File: config.mk
export PLATFORM = sky130hd
export DESIGN_NAME = fpm_mult
export DESIGN_NICKNAME = d
export VERILOG_FILES = /design/src/rtl/fpm_pkg.sv /design/src/rtl/fpm_unpack.sv /design/src/rtl/fpm_sigmul.sv /design/src/rtl/fpm_norm.sv /design/src/rtl/fpm_mult.sv
export SDC_FILE = /design/constraint.sdc
export NUM_CORES = 2
export LEC_CHECK = 0
export CORE_ASPECT_RATIO = 1.2
export CORE_UTILIZATION = 52
export CTS_BUF_LIST = sky130_fd_sc_hd__clkbuf_4 sky130_fd_sc_hd__clkbuf_8 sky130_fd_sc_hd__clkbuf_16
export CTS_CLUSTER_SIZE = 12
export DETAILED_ROUTE_END_ITERATION = 6
export PLACE_DENSITY = 0.7
export SYNTH_ARGS = -nofsm -noshare
export SYNTH_HDL_FRONTEND = slang
export SYNTH_HIERARCHICAL = 1
export SYNTH_SLANG_ARGS = --single-unit
File: constraint.sdc
create_clock -name clk -period 8.1 [get_ports clk]
set_input_delay 0.81 -clock clk [delete_from_list [all_inputs] [get_ports clk]]
set_output_delay 0.81 -clock clk [all_outputs]
set_load 0.03 [all_outputs]
File: src/rtl/fpm_pkg.sv
package fpm_pkg;

   typedef enum logic [2:0] {
      FC_ZERO,
      FC_SUB,
      FC_NORM,
      FC_INF,
      FC_NAN
   } fpm_class_e;

endpackage

File: src/rtl/fpm_unpack.sv
module fpm_unpack
   import fpm_pkg::*;
#(
   parameter int EXP_W  = 8,
   parameter int FRAC_W = 23,
   localparam int WORD_W = EXP_W + FRAC_W + 1,
   localparam int SIG_W  = FRAC_W + 1
) (
   input  logic [WORD_W-1:0] op,
   output fpm_class_e        cls,
   output logic              sign,
   output logic [SIG_W-1:0]  sig,
   output logic [EXP_W-1:0]  exp_eff
);

   logic [EXP_W-1:0]  e_fld;
   logic [FRAC_W-1:0] f_fld;
   logic              e_min, e_max, f_nz;

   assign sign  = op[WORD_W-1];
   assign e_fld = op[WORD_W-2 -: EXP_W];
   assign f_fld = op[FRAC_W-1:0];
   assign e_min = (e_fld == '0);
   assign e_max = (e_fld == '1);
   assign f_nz  = (f_fld != '0);

   always_comb begin
      if (e_max)      cls = f_nz ? FC_NAN : FC_INF;
      else if (e_min) cls = f_nz ? FC_SUB : FC_ZERO;
      else            cls = FC_NORM;
   end

   // denormals carry no hidden one and use the smallest normal exponent
   assign sig     = {~e_min, f_fld};
   assign exp_eff = e_min ? EXP_W'(1) : e_fld;

endmodule

File: src/rtl/fpm_sigmul.sv
module fpm_sigmul #(
   parameter int SIG_W     = 24,
   parameter int MUL_STYLE = 0,
   localparam int PROD_W   = 2 * SIG_W
) (
   input  logic [SIG_W-1:0]  a,
   input  logic [SIG_W-1:0]  b,
   output logic [PROD_W-1:0] prod
);

   generate
      if (MUL_STYLE == 0) begin : g_op
         assign prod = PROD_W'(a) * PROD_W'(b);
      end else begin : g_rows
         logic [PROD_W-1:0] acc;
         always_comb begin
            acc = '0;
            for (int r = 0; r < SIG_W; r++) begin
               if (b[r]) acc = acc + (PROD_W'(a) << r);
            end
         end
         assign prod = acc;
      end
   endgenerate

endmodule

File: src/rtl/fpm_norm.sv
module fpm_norm #(
   parameter int EXP_W  = 8,
   parameter int FRAC_W = 23,
   parameter int XW     = 16,
   localparam int WORD_W = EXP_W + FRAC_W + 1,
   localparam int PROD_W = 2 * (FRAC_W + 1),
   localparam int LZ_W   = $clog2(PROD_W) + 1
) (
   input  logic [PROD_W-1:0]    prod,
   input  logic signed [XW-1:0] exp_base,
   input  logic                 sign,
   output logic [WORD_W-1:0]    word,
   output logic                 ovf,
   output logic                 unf
);

   localparam logic signed [XW-1:0] X_TOP = XW'((1 << EXP_W) - 1);

   logic [LZ_W-1:0]      lz;
   logic                 hit;
   logic [PROD_W-1:0]    aligned;
   logic signed [XW-1:0] exp_n;
   logic [FRAC_W-1:0]    frac;

   always_comb begin
      lz  = '0;
      hit = 1'b0;
      for (int i = PROD_W - 1; i >= 0; i--) begin
         if (!hit && prod[i]) begin
            lz  = LZ_W'(PROD_W - 1 - i);
            hit = 1'b1;
         end
      end
   end

   assign aligned = prod << lz;
   assign frac    = aligned[PROD_W-2 -: FRAC_W];
   assign exp_n   = exp_base + XW'(1) - XW'(lz);

   assign ovf = ($signed(exp_n) >= X_TOP);
   assign unf = ($signed(exp_n) <= $signed(XW'(0)));

   always_comb begin
      if (ovf)      word = {sign, {EXP_W{1'b1}}, {FRAC_W{1'b0}}};
      else if (unf) word = {sign, {(WORD_W-1){1'b0}}};
      else          word = {sign, exp_n[EXP_W-1:0], frac};
   end

endmodule

File: src/rtl/fpm_mult.sv
module fpm_mult
   import fpm_pkg::*;
#(
   parameter int EXP_W     = 8,
   parameter int FRAC_W    = 23,
   parameter int MUL_STYLE = 0,
   localparam int WORD_W   = EXP_W + FRAC_W + 1,
   localparam int SIG_W    = FRAC_W + 1,
   localparam int PROD_W   = 2 * SIG_W,
   localparam int XW       = EXP_W + $clog2(PROD_W) + 2,
   localparam int BIAS     = (1 << (EXP_W - 1)) - 1
) (
   input  logic              clk,
   input  logic              rst_n,
   input  logic              start,
   input  logic [WORD_W-1:0] op_a,
   input  logic [WORD_W-1:0] op_b,
   output logic              done,
   output logic [WORD_W-1:0] result,
   output logic              ovf,
   output logic              unf
);

   if (EXP_W < 3 || FRAC_W < 2) begin : g_bad_width
      $error("fpm_mult: EXP_W must be >= 3 and FRAC_W >= 2");
   end
   if (MUL_STYLE != 0 && MUL_STYLE != 1) begin : g_bad_style
      $error("fpm_mult: MUL_STYLE must be 0 or 1");
   end

   localparam logic [WORD_W-1:0] NAN_WORD =
      {1'b0, {EXP_W{1'b1}}, 1'b1, {(FRAC_W-1){1'b0}}};

   fpm_class_e       cls_a, cls_b;
   logic             sgn_a, sgn_b, sgn_r;
   logic [SIG_W-1:0] sig_a, sig_b;
   logic [EXP_W-1:0] xe_a, xe_b;

   fpm_unpack #(.EXP_W(EXP_W), .FRAC_W(FRAC_W)) u_unp_a (
      .op(op_a), .cls(cls_a), .sign(sgn_a), .sig(sig_a), .exp_eff(xe_a));
   fpm_unpack #(.EXP_W(EXP_W), .FRAC_W(FRAC_W)) u_unp_b (
      .op(op_b), .cls(cls_b), .sign(sgn_b), .sig(sig_b), .exp_eff(xe_b));

   logic [PROD_W-1:0] prod;
   fpm_sigmul #(.SIG_W(SIG_W), .MUL_STYLE(MUL_STYLE)) u_mul (
      .a(sig_a), .b(sig_b), .prod(prod));

   assign sgn_r = sgn_a ^ sgn_b;

   // special-case resolution, NaN first
   logic              spec;
   logic [WORD_W-1:0] spec_word;
   logic              any_inf, any_zero;

   assign any_inf  = (cls_a == FC_INF)  || (cls_b == FC_INF);
   assign any_zero = (cls_a == FC_ZERO) || (cls_b == FC_ZERO);

   always_comb begin
      spec      = 1'b1;
      spec_word = NAN_WORD;
      if ((cls_a == FC_NAN) || (cls_b == FC_NAN) || (any_inf && any_zero)) begin
         spec_word = NAN_WORD;
      end else if (any_inf) begin
         spec_word = {sgn_r, {EXP_W{1'b1}}, {FRAC_W{1'b0}}};
      end else if (any_zero) begin
         spec_word = {sgn_r, {(WORD_W-1){1'b0}}};
      end else begin
         spec = 1'b0;
      end
   end

   logic signed [XW-1:0] exp_base;
   assign exp_base = XW'(xe_a) + XW'(xe_b) - XW'(BIAS);

   // stage 1 registers
   logic                 s1_v, s1_spec, s1_sign;
   logic [WORD_W-1:0]    s1_word;
   logic [PROD_W-1:0]    s1_prod;
   logic signed [XW-1:0] s1_exp;

   always_ff @(posedge clk) begin
      if (!rst_n) begin
         s1_v    <= 1'b0;
         s1_spec <= 1'b0;
         s1_sign <= 1'b0;
         s1_word <= '0;
         s1_prod <= '0;
         s1_exp  <= '0;
      end else begin
         s1_v <= start;
         if (start) begin
            s1_spec <= spec;
            s1_sign <= sgn_r;
            s1_word <= spec_word;
            s1_prod <= prod;
            s1_exp  <= exp_base;
         end
      end
   end

   logic [WORD_W-1:0] n_word;
   logic              n_ovf, n_unf;

   fpm_norm #(.EXP_W(EXP_W), .FRAC_W(FRAC_W), .XW(XW)) u_norm (
      .prod(s1_prod), .exp_base(s1_exp), .sign(s1_sign),
      .word(n_word), .ovf(n_ovf), .unf(n_unf));

   // stage 2 registers
   always_ff @(posedge clk) begin
      if (!rst_n) begin
         done   <= 1'b0;
         result <= '0;
         ovf    <= 1'b0;
         unf    <= 1'b0;
      end else begin
         done <= s1_v;
         if (s1_v) begin
            result <= s1_spec ? s1_word : n_word;
            ovf    <= !s1_spec && n_ovf;
            unf    <= !s1_spec && n_unf;
         end
      end
   end

endmodule

==> results.yml <==
run_status:
  outcome: "finished clean"
synthesis:
  synth_warnings: 6
  synth_top_area_share_pct: 34.2
  yosysTopAreaCell: "fa_1"
  synth_seq_cells: 99
  syn_nets: 4092
  synth_edf_count: 0
  syn_inst: 3332
  synthTopCellsByArea: "fa_1 34%, ha_1 9.2%, inv_1 8.0%"
  ys.flop_type: "dfxtp_1"
  ys_seq_area_share_pct: 7.00
  syn_area_per_cell_um2: 8.50
  synthDistinctLibCells: 92
  async_reset_ff_share_pct: 0
  syn_area_um2: 28300
placement:
  dp_hpwl_um: 64700
  routabilityCongestion: 0.931
  dp_cells: 4030
  portBuffers: 101
setup_path:
  crit_path_max_incr_delay_ps: 720
  startpoint_type: "input pin"
  arrival_ps: 8120
  critical_path_class: "input pin to register"
  cp_top_family: "adder cells"
  critPathRequiredTime_ps: 8410
  path_common_cell: "fa_1"
  worst-path-buf-inv: 7
  endpoint_kind: "register"
  path_max_fanout: 20
  cp_slowest_cell: "clkdlybuf4s50_1"
timing:
  fin_skew_ps: 8.24
  setup_violations: 0
  tns_ps: 0
  worst_pin_slew_ps: 1120
  rsz0062_at_grt: "no"
  slew_headroom_pct: 24.4
  clock.fmax_mhz: 128
  hold_violations: 0
  slew_violations: 0
  period_minus_slack_ps: 7810
  post-route-period-util_pct: 96.4
  holdWs_ps: 470
clock_tree:
  clock-sinks: 99
  postCtsSetupRepairBufs: 0
  cts.reportedPaths.clkPinSlew_ps: 70
  cts_tree: "yes"
  cts-root-buf: "clkbuf_16"
  cts.repair.resized: 0
  cts_hold_buffers: 0
  h-tree-depth: 3
  cts_buffer_depth: 2
  numCtsBuffers: 9
  clk_latency_ps: 370
final_layout:
  final_cells: 4046
  diodes: 0
  nNetsFinal: 4089
  nFillCells: 4841
  drive_gt1_share_pct: 6.24
  syn2layout_area_growth_pct: 7.29
floorplan:
  start_util_pct: 52.7
  ios: 102
  die_h_um: 258
  dieArea_um2: 55400
  fp-row-count: 93
  core_area_um2: 53800
  die_w_um: 215
detailed_routing:
  dr.pass1.iters: 6
  drc_errors: 0
  ant_nets: 0
  routedWlPerCell_um: 19.6
  drt-initial-drc-count: 1732
  totalWireLength_um: 79200
  dr_total_vias: 23270
  vias_per_cell: 5.75
global_routing:
  grt_max_degree: 99
  grt_pass1_vias: 24770
  grt_pass1_wl_um: 129000
  gr-usage-all-layers_pct: 29.0
  antenna_found_initial: 0
  grt_overflow: 0
worst_hold_path:
  hold_class: "register to register"
job:
  max-cap-violations: 0
-- worst register-to-register path, stage by stage (launching register included) --
cell,delay [ps]
dfxtp_1,410
or4_4,600
nor4_4,450
nand4_1,430
nor2_1,470
o21a_2,220
inv_2,150
ha_1,230
ha_1,210
fa_1,410
a21o_1,170
a21oi_1,260
o21ai_0,130
a21oi_1,200
o221a_2,270
o21bai_1,70
a211oi_1,320
o211a_1,270
or4b_2,810
nand2b_1,420
a2111oi_0,730
a21oi_1,140
nor2b_1,140
-- cell families (layout without fill, tap and decap cells) --
group | Yosys count | in the layout | share of synthesized area (%)
AOI/OAI and AO/OA | 430 | 430 | 10.2
xor gates and xnor gates | 58 | 58 | 1.79
adders and majority gates | 693 | 693 | 43.5
buffers and inverters | 841 | 843 | 12.0
DFF | 99 | 99 | 7.00
muxes | 175 | 175 | 6.42
and+or+nand+nor | 1036 | 1036 | 19.1
-- final cells by class --
| type | count | area (um2) | area share (%) |
|---|---|---|---|
| Clock buffer | 9 | 225 | 0.741 |
| Clock inverter | 7 | 58.8 | 0.194 |
| Inverter | 606 | 2270 | 7.49 |
| Multi-Input combinational cell | 2392 | 23000 | 75.6 |
| Sequential cell | 99 | 1980 | 6.52 |
| Tap cell | 712 | 891 | 2.93 |
| Timing Repair Buffer | 221 | 1980 | 6.52 |
-- final timing paths --
kind,startpoint,endpoint,slack (ps),cells past startpoint
hold / removal,s1_word[30],s1_word[30],470,2
hold reg to reg,s1_word[30],s1_word[30],470,2
setup reg to reg,s1_prod[38],result[6],530,22
setup / recovery,op_a[15],s1_prod[44],290,26
-- cell usage after synthesis (all sizes together), types with 13 or more instances --
| library cell | count |
|---|---|
| inv | 604 |
| fa | 484 |
| nand2 | 356 |
| and2 | 314 |
| ha | 209 |
| clkbuf | 159 |
| mux2i | 143 |
| a21oi | 133 |
| nor2b | 107 |
| dfxtp | 99 |
| nor2 | 91 |
| buf | 76 |
| o21ai | 70 |
| xnor2 | 39 |
| nand3 | 34 |
| a21o | 33 |
| nor4 | 33 |
| mux2 | 30 |
| nor3 | 25 |
| nand4 | 24 |
| a211oi | 21 |
| xor2 | 19 |
| a31oi | 16 |
| o21bai | 15 |
| o21a | 14 |
| o22ai | 13 |
-- sequential cells by signal, summed over array words and instances (netlist names) --
name	flops
s1_word	3
unf	1
s1_spec	1
s1_sign	1
ovf	1
result	32
s1_prod	48
s1_exp	10
s1_v	1
done	1
-- layer usage --
layer  track usage, %  routed length, um  vias up
met5                0                  0        -
met4             10.3               2640        0
met3             3.31               4100      194
met2             53.4              41400      857
met1             34.8              31100    11721
li1                 -                  -    10498
-- metrics by stage --
stage,util (%),worst slack (ps),area (um2)
2_1_floorplan,-,754,28300
3_3_place_gp,55.9,-71.2,30100
3_5_place_dp,55.9,-346,30100
4_1_cts,56.5,47.5,30400
5_1_grt,56.5,7.08,30400
6_report,56.5,289,30400
-- cell usage in the layout (no fill, tap or decap), drive strengths merged, types with 12 or more instances in the layout --
cell and n:
a211oi 21, a21o 33, a21oi 133, a221oi 12, a22oi 12, a31oi 16, and2 314, buf 122
clkdlybuf4s50 99, dfxtp 99, fa 484, ha 209, inv 608, mux2 30, mux2i 143, nand2 356
nand2b 12, nand3 34, nand4 24, nor2 91, nor2b 107, nor3 25, nor4 33, o21a 14
o21ai 70, o21bai 15, o22ai 13, xnor2 39, xor2 19
Power is left out: the tool's default activity adds up to more than one toggle a clock period on the data nets, which glitch-free logic cannot reach.
